==> src/rtl/lat_pkg.sv <==
package lat_pkg;
  // Generate / propagate pair carried through the tree.
  typedef struct packed {
    logic g;
    logic p;
  } gp_t;

  function automatic gp_t gp_merge(gp_t hi, gp_t lo);
    gp_t r;
    r.g = hi.g | (hi.p & lo.g);
    r.p = hi.p & lo.p;
    return r;
  endfunction
endpackage

==> src/rtl/lat_leaf.sv <==
module lat_leaf #(
  parameter int W = 32
) (
  input  logic [W-1:0]         a,
  input  logic [W-1:0]         b,
  output lat_pkg::gp_t [W-1:0] gp,
  output logic [W-1:0]         hx
);
  genvar i;
  generate
    for (i = 0; i < W; i++) begin : g_bit
      assign gp[i].g = a[i] & b[i];
      assign gp[i].p = a[i] | b[i];
      assign hx[i]   = a[i] ^ b[i];
    end
  endgenerate
endmodule

==> src/rtl/lat_cell.sv <==
module lat_cell (
  input  lat_pkg::gp_t hi,
  input  lat_pkg::gp_t lo,
  input  logic         c_lo,
  output lat_pkg::gp_t grp,
  output logic         c_hi
);
  // First walk: merge the two halves.
  assign grp  = lat_pkg::gp_merge(hi, lo);
  // Second walk: the carry into the upper half uses the lower half's terms.
  assign c_hi = lo.g | (lo.p & c_lo);
endmodule

==> src/rtl/lat_tree.sv <==
module lat_tree #(
  parameter int W = 32
) (
  input  lat_pkg::gp_t [W-1:0] leaf,
  input  logic                 cin,
  output logic [W-1:0]         cbit,
  output logic                 cout
);
  localparam int LVL   = $clog2(W);
  localparam int NODES = 2 * W;

  // Heap numbering: node 1 is the root, children of n are 2n (low) and 2n+1 (high),
  // bit i lives at leaf node W+i.
  lat_pkg::gp_t nd_gp [1:NODES-1];
  logic         nd_c  [1:NODES-1];

  genvar n, i;
  generate
    if ((1 << LVL) != W || W < 2) begin : g_bad_width
      $error("lat_tree: width must be a power of two of at least 2");
    end

    for (i = 0; i < W; i++) begin : g_leaf
      assign nd_gp[W+i] = leaf[i];
      assign cbit[i]    = nd_c[W+i];
    end

    for (n = 1; n < W; n++) begin : g_node
      lat_cell u_cell (
        .hi   (nd_gp[2*n+1]),
        .lo   (nd_gp[2*n]),
        .c_lo (nd_c[n]),
        .grp  (nd_gp[n]),
        .c_hi (nd_c[2*n+1])
      );
      // The lower half inherits the carry entering this group.
      assign nd_c[2*n] = nd_c[n];
    end
  endgenerate

  assign nd_c[1] = cin;
  assign cout    = nd_gp[1].g | (nd_gp[1].p & cin);
endmodule

==> src/rtl/lat_adder.sv <==
module lat_adder #(
  parameter int W = 32
) (
  input  logic         clk,
  input  logic         rst,
  input  logic [W-1:0] a_in,
  input  logic [W-1:0] b_in,
  input  logic         c_in,
  output logic [W-1:0] sum_q,
  output logic         c_out_q
);
  lat_pkg::gp_t [W-1:0] leaf_gp;
  logic [W-1:0]         half_x;
  logic [W-1:0]         c_bit;
  logic                 c_top;

  lat_leaf #(.W(W)) u_leaf (
    .a  (a_in),
    .b  (b_in),
    .gp (leaf_gp),
    .hx (half_x)
  );

  lat_tree #(.W(W)) u_tree (
    .leaf (leaf_gp),
    .cin  (c_in),
    .cbit (c_bit),
    .cout (c_top)
  );

  always_ff @(posedge clk) begin
    if (rst) begin
      sum_q   <= '0;
      c_out_q <= 1'b0;
    end else begin
      sum_q   <= half_x ^ c_bit;
      c_out_q <= c_top;
    end
  end
endmodule

==> config.mk <==
export PLATFORM = sky130hd
export DESIGN_NAME = lat_adder
export DESIGN_NICKNAME = d
export VERILOG_FILES = /design/src/rtl/lat_pkg.sv /design/src/rtl/lat_leaf.sv /design/src/rtl/lat_cell.sv /design/src/rtl/lat_tree.sv /design/src/rtl/lat_adder.sv
export SDC_FILE = /design/constraint.sdc
export NUM_CORES = 1
export LEC_CHECK = 0
export BUFFER_PORTS_ARGS = -buffer_cell sky130_fd_sc_hd__buf_2
export CAP_MARGIN = 20
export CORE_MARGIN = 2
export CORE_UTILIZATION = 30
export DETAILED_ROUTE_END_ITERATION = 7
export GPL_TIMING_DRIVEN = 0
export PLACE_DENSITY = 0.59
export RECOVER_POWER = 100
export SYNTH_ARGS = -nofsm -noshare
export SYNTH_HDL_FRONTEND = slang
export SYNTH_SLANG_ARGS = --single-unit
==> constraint.sdc <==
create_clock -name clk -period 3.1 [get_ports clk]
set_clock_uncertainty 0.2 [all_clocks]
set_input_delay 0.465 -clock clk [delete_from_list [all_inputs] [get_ports clk]]
set_output_delay 0.465 -clock clk [all_outputs]
set_load 0.05 [all_outputs]
* Yosys cells after proc, flatten, opt, wreduce, memory -nomap -nowiden *
Index checks and enable logic that the tools add are counted.

word-level totals
  register bits = 33
  bits in latches = 0
  bits in writable memories = 0
  bits in read-only memories = 0
  output and inout bits = 33
  word-level logic and storage cells = 256
  memories kept = 0

cells by class
  add/subtract/negate cells = 0
  $mul = 0
  divide/modulo/power cells = 0
  order comparisons = 0
  equal/unequal tests = 0
  shift-type cells = 0
  multiplexer cells = 0
  bitwise logic cells = 254
  reduce and logical (&&, ||, !) cells = 0

operators with widths
  cell                number
  1-bit bitwise AND   126
  1-bit OR            95
  1-bit bitwise XOR   32
  32-bit bitwise XOR  1

* Logic depth before layout (Yosys ltp) *
  depth in word-level cells = 19
  depth in mapped cells = 12
  gate-level depth less buffers = 12

* Cells and area by module *
Synthesis repeated with hierarchy kept, for this count alone.

unflattened totals
  cells, all modules = 357
  area total of the unflattened synthesis = 3,004.1 µm²

modules (own cells, without submodules)
  module     instances  cells an instance  area each (µm²)
  lat_adder  1          102                1,168.6
  lat_leaf   1          160                1,161.1
  lat_cell   31         3                  21.3
  lat_tree   1          2                  15.0

* Worst setup path after synthesis *
OpenSTA, ideal clock, no wires.

  kind = in2reg
  start point = input port a_in[10]
  end point = register sum_q[28]
  library setup time = 0.128 ns
  arrival time = 2.496 ns
  data required time = 2.772 ns
  slack = 0.276 ns
  stages on the path = 9
  path through = inv_1 -> ha_1 -> or4_1 -> nand2b_4 -> o211ai_4 -> a21oi_2 -> o31ai_2 -> fa_1 -> nor2b_1

between the ends
  cells in the longest elaborated chain, start to end = 13
  elaborated cells on any way between the ends = 21

ends and longest elaborated chain
  element                                               line                            RTL
  from (decl)                                           lat_adder.sv:6                  input logic [W-1:0] a_in,
  1-bit bitwise AND / 1-bit OR (equally long branches)  lat_leaf.sv:12, lat_leaf.sv:13
  1-bit bitwise AND (on tied branches)                  lat_pkg.sv:10, lat_pkg.sv:11
  1-bit OR / 1-bit bitwise AND (equally long branches)  lat_pkg.sv:10                   r.g = hi.g | (hi.p & lo.g);
  1-bit OR                                              lat_pkg.sv:10
  1-bit bitwise AND                                     lat_pkg.sv:10
  1-bit OR (2 in a row)                                 lat_pkg.sv:10
  1-bit OR *                                            lat_cell.sv:11                  assign c_hi = lo.g | (lo.p & c_lo);
  1-bit bitwise AND *                                   lat_cell.sv:11
  1-bit OR *                                            lat_cell.sv:11
  1-bit bitwise AND *                                   lat_cell.sv:11
  1-bit OR *                                            lat_cell.sv:11
  32-bit bitwise XOR *                                  lat_adder.sv:36                 sum_q <= half_x ^ c_bit;
  to (signal assigned)                                  lat_adder.sv:36
  to (decl)                                             lat_adder.sv:9                  output logic [W-1:0] sum_q,

Mark *: on every way between the ends. The rest lies on a longest branch, timed or not.
A chain may end at the register's enable or synchronous reset.

* Final worst setup path *
  start point = input port a_in[3]
  end point = register sum_q[25]

between the ends
  cells in the longest elaborated chain, start to end = 14
  elaborated cells on any way between the ends = 21

ends and longest elaborated chain
  element                                               line                          RTL
  1-bit OR                                              lat_leaf.sv:13                assign gp[i].p = a[i] | b[i];
  1-bit bitwise AND (on tied branches)                  lat_pkg.sv:10, lat_pkg.sv:11
  1-bit OR / 1-bit bitwise AND (equally long branches)  lat_pkg.sv:10
  1-bit OR                                              lat_pkg.sv:10
  1-bit bitwise AND                                     lat_pkg.sv:10
  1-bit OR                                              lat_pkg.sv:10
  1-bit bitwise AND                                     lat_pkg.sv:10
  1-bit OR                                              lat_pkg.sv:10
  1-bit OR *                                            lat_cell.sv:11
  1-bit bitwise AND *                                   lat_cell.sv:11
  1-bit OR *                                            lat_cell.sv:11
  1-bit bitwise AND *                                   lat_cell.sv:11
  1-bit OR *                                            lat_cell.sv:11
  32-bit bitwise XOR *                                  lat_adder.sv:36

Marks and branches as above.

==> impl_metrics.env <==
export IMPL_outcome="finished, final reports clean"
export IMPL_synth_fa_ha_area_share_pct=39.4
export IMPL_p_per_area_nw_per_um2=429
export IMPL_synth_enable_flop_cells=0
export IMPL_num_io_pins=100
export IMPL_max_freq_mhz=337
export IMPL_nets=569
export IMPL_start_util_pct=30.8
export IMPL_synth_top_family_by_area="adder cells"
export IMPL_utilization_pct=39.0
export IMPL_slew_viol_final=0
export IMPL_vdd_drop_max_mv=0.195
export IMPL_path_max_fanout=5
export IMPL_drc=0
export IMPL_endpoint_kind="register"
export IMPL_critPathMaxStageDelay_ps=410
export IMPL_p_comb_share_pct=40.2
export IMPL_clk_pin_slew_ps=70
export IMPL_synth_compound_area_share_pct=10.0
export IMPL_path_class="input pin to register"
export IMPL_relSlewSlack_pct=57.3
export IMPL_final_cell_mix="inv_1, ha_1, buf_2"
export IMPL_cpMaxStageDelayCell="fa_1"
export IMPL_cp_start_kind="input pin"
export IMPL_htreeDepth=2
export IMPL_rsz0062_at_grt="no"
export IMPL_drtPass1Iterations=4
export IMPL_cts_sinks=33
export IMPL_finalHoldViolCount=0
export IMPL_syn2layout_area_growth_pct=26.6
export IMPL_cts_tree="yes"
export IMPL_p_switching_uw=603
export IMPL_critPathBufInv=3
export IMPL_syn_area_um2=2850
export IMPL_cp_top_family="compound AO/OA/AOI/OAI gates"
export IMPL_drv_cap=0
export IMPL_cpMostUsedCell="inv_1"
export IMPL_internal_power_uw=943
export IMPL_fin_hold_ws_ps=313
export IMPL_synthSimpleGateAreaFrac_pct=11.1
export IMPL_power_leakage_uw=0.00190
export IMPL_grt_overflow_total=0
export IMPL_worstPathRequired_ps=3050
export IMPL_die_area_um2=10300
export IMPL_synthCells=316
export IMPL_core_um2=9240
export IMPL_die_y_um=101
export IMPL_synth_warnings=0
export IMPL_syn_nets=463
export IMPL_grt_pass1_wl_um=9940
export IMPL_synthFlopType="dfxtp_1"
export IMPL_period_needed_ps=2970
export IMPL_drt_total_wl_um=6120
export IMPL_pwr_share_clk_pct=27.5
export IMPL_drive_gt1_share_pct=18.7
export IMPL_fin_total_pwr_uw=1550
export IMPL_hold_buffers=0
export IMPL_cts_inserted_buffers=5
export IMPL_drt_initial_drc_count=44
export IMPL_arrival_ps=2920
export IMPL_ys_seq_area_share_pct=23.2
export IMPL_synth_seq_cells=33
export IMPL_finalCritPeriodShare_pct=95.8
export IMPL_antenna_found_initial=0
export IMPL_antenna_left=0
export IMPL_fillers=960
export IMPL_num_rows=35
export IMPL_hp_class="input pin to register"
export IMPL_dpl_hpwl_um=5270
export IMPL_grt_start_max_net_pins=11
export IMPL_mostFrequentLayoutCell="inv_1"
export IMPL_wl_per_cell_um=11.1
export IMPL_die_w_um=101
export IMPL_finalSetupViolCount=0
export IMPL_dp_slack_ps=-235
export IMPL_p_seq_share_pct=32.3
export IMPL_vias_per_cell=4.13
export IMPL_first_global_vias=2378
export IMPL_layout_cells_non_filler=553
export IMPL_synthDistinctLibCells=30
export IMPL_portBuffers=99
export IMPL_gp_congestion=0.785
export IMPL_placedCellCount=544
export IMPL_switching_share_pct=39.0
export IMPL_grt_usage_pct=12.2
export IMPL_avgSynthCellArea_um2=9.02
export IMPL_synthMuxAreaShare_pct=0
export IMPL_ctsLongestPathBuffers=2
export IMPL_synth_xor_area_share_pct=4.92
export IMPL_cp_cell_sequence="clkbuf_1 -> inv_1 -> ha_1 -> inv_1 -> a221oi_2 -> o41ai_4 -> a21oi_4 -> o211ai_4 -> a21oi_2 -> o21ai_0 -> fa_1 -> xnor2_1 -> nor2_1"
export IMPL_worstMarginPinSlew_ps=643
export IMPL_cts_root_buf="clkbuf_8"
export IMPL_fin_ws_ps=131
export IMPL_ys_async_sr_fraction_pct=0
export IMPL_num_vias=2282
## state kept, by name (all words and copies together) (netlist names)
name     flops
c_out_q      1
sum_q       32
## through the flow
stage	area, um^2	TNS (ps)
final	3610	0
after global routing	3600	0
after CTS	3620	0
after detailed placement	3510	-1830
after global placement	3510	-1300
after floorplan	2850	0
## power by group through the flow
stage / combinational (uW) / sequential [uW] / clock (uW)
5_1_grt: 688 / 504 / 459
2_1_floorplan: 242 / 723 / 0
4_1_cts: 644 / 498 / 443
3_3_place_gp: 627 / 507 / 0
6_report: 622 / 499 / 425
3_5_place_dp: 642 / 507 / 0
## kinds of logic after synthesis
| family | after synthesis |
|---|---|
| compound gates | 39 |
| xor+xnor | 16 |
| fa+ha+maj | 80 |
| buf+inv | 87 |
| flops | 33 |
| simple gates | 61 |
## synth_stat cells, types with 2 or more instances
| cell | instances | share of area [%] |
|---|---|---|
| inv_1 | 84 | 11 |
| ha_1 | 64 | 28 |
| dfxtp_1 | 33 | 23 |
| nor2_1 | 28 | 3.7 |
| a21oi_1 | 16 | 2.8 |
| fa_1 | 16 | 11 |
| nor2b_1 | 14 | 3.1 |
| xnor2_1 | 14 | 4.3 |
| o31ai_1 | 6 | 1.6 |
| o21bai_1 | 5 | 1.3 |
| nor4_1 | 4 | 0.88 |
| clkbuf_1 | 3 | 0.40 |
| nand2_1 | 3 | 0.40 |
| o21ai_0 | 3 | 0.53 |
| or4_1 | 3 | 0.79 |
| a21oi_2 | 2 | 0.61 |
| nand2b_1 | 2 | 0.44 |
| nand4_1 | 2 | 0.44 |
| nor3_1 | 2 | 0.35 |
| xor2_1 | 2 | 0.61 |
## layer usage
metal,routed length (um),vias up,track usage [%]
met1,2520,1043,13.1
met2,3130,64,22.9
met4,42,0,2.91
li1,-,1171,-
met5,0,-,0
met3,428,4,4.00
## worst paths after layout
kind	start	endpoint	slack, ps	cells past startpoint
setup / recovery	a_in[3]	sum_q[25]	130	13
hold / removal	rst	sum_q[8]	310	2
## timing repair
| item | CTS | global route |
|---|---|---|
| setup endpoints to repair | 0 | 3 |
| buffers inserted | 0 | 0 |
| gates resized for setup | 0 | 3 |
## layout make-up
cell class	count	area, um^2	area share [%]
Sequential cell	33	661	18.3
Clock inverter	1	30.0	0.833
Buffer	3	11.3	0.312
Inverter	84	315	8.74
Tap cell	129	161	4.48
Timing Repair Buffer	99	452	12.5
Clock buffer	7	86.3	2.39
Multi-Input combinational cell	196	1890	52.3
Antenna cell	1	2.50	0.0694
Note: power is estimated with default switching activity, not from simulation.
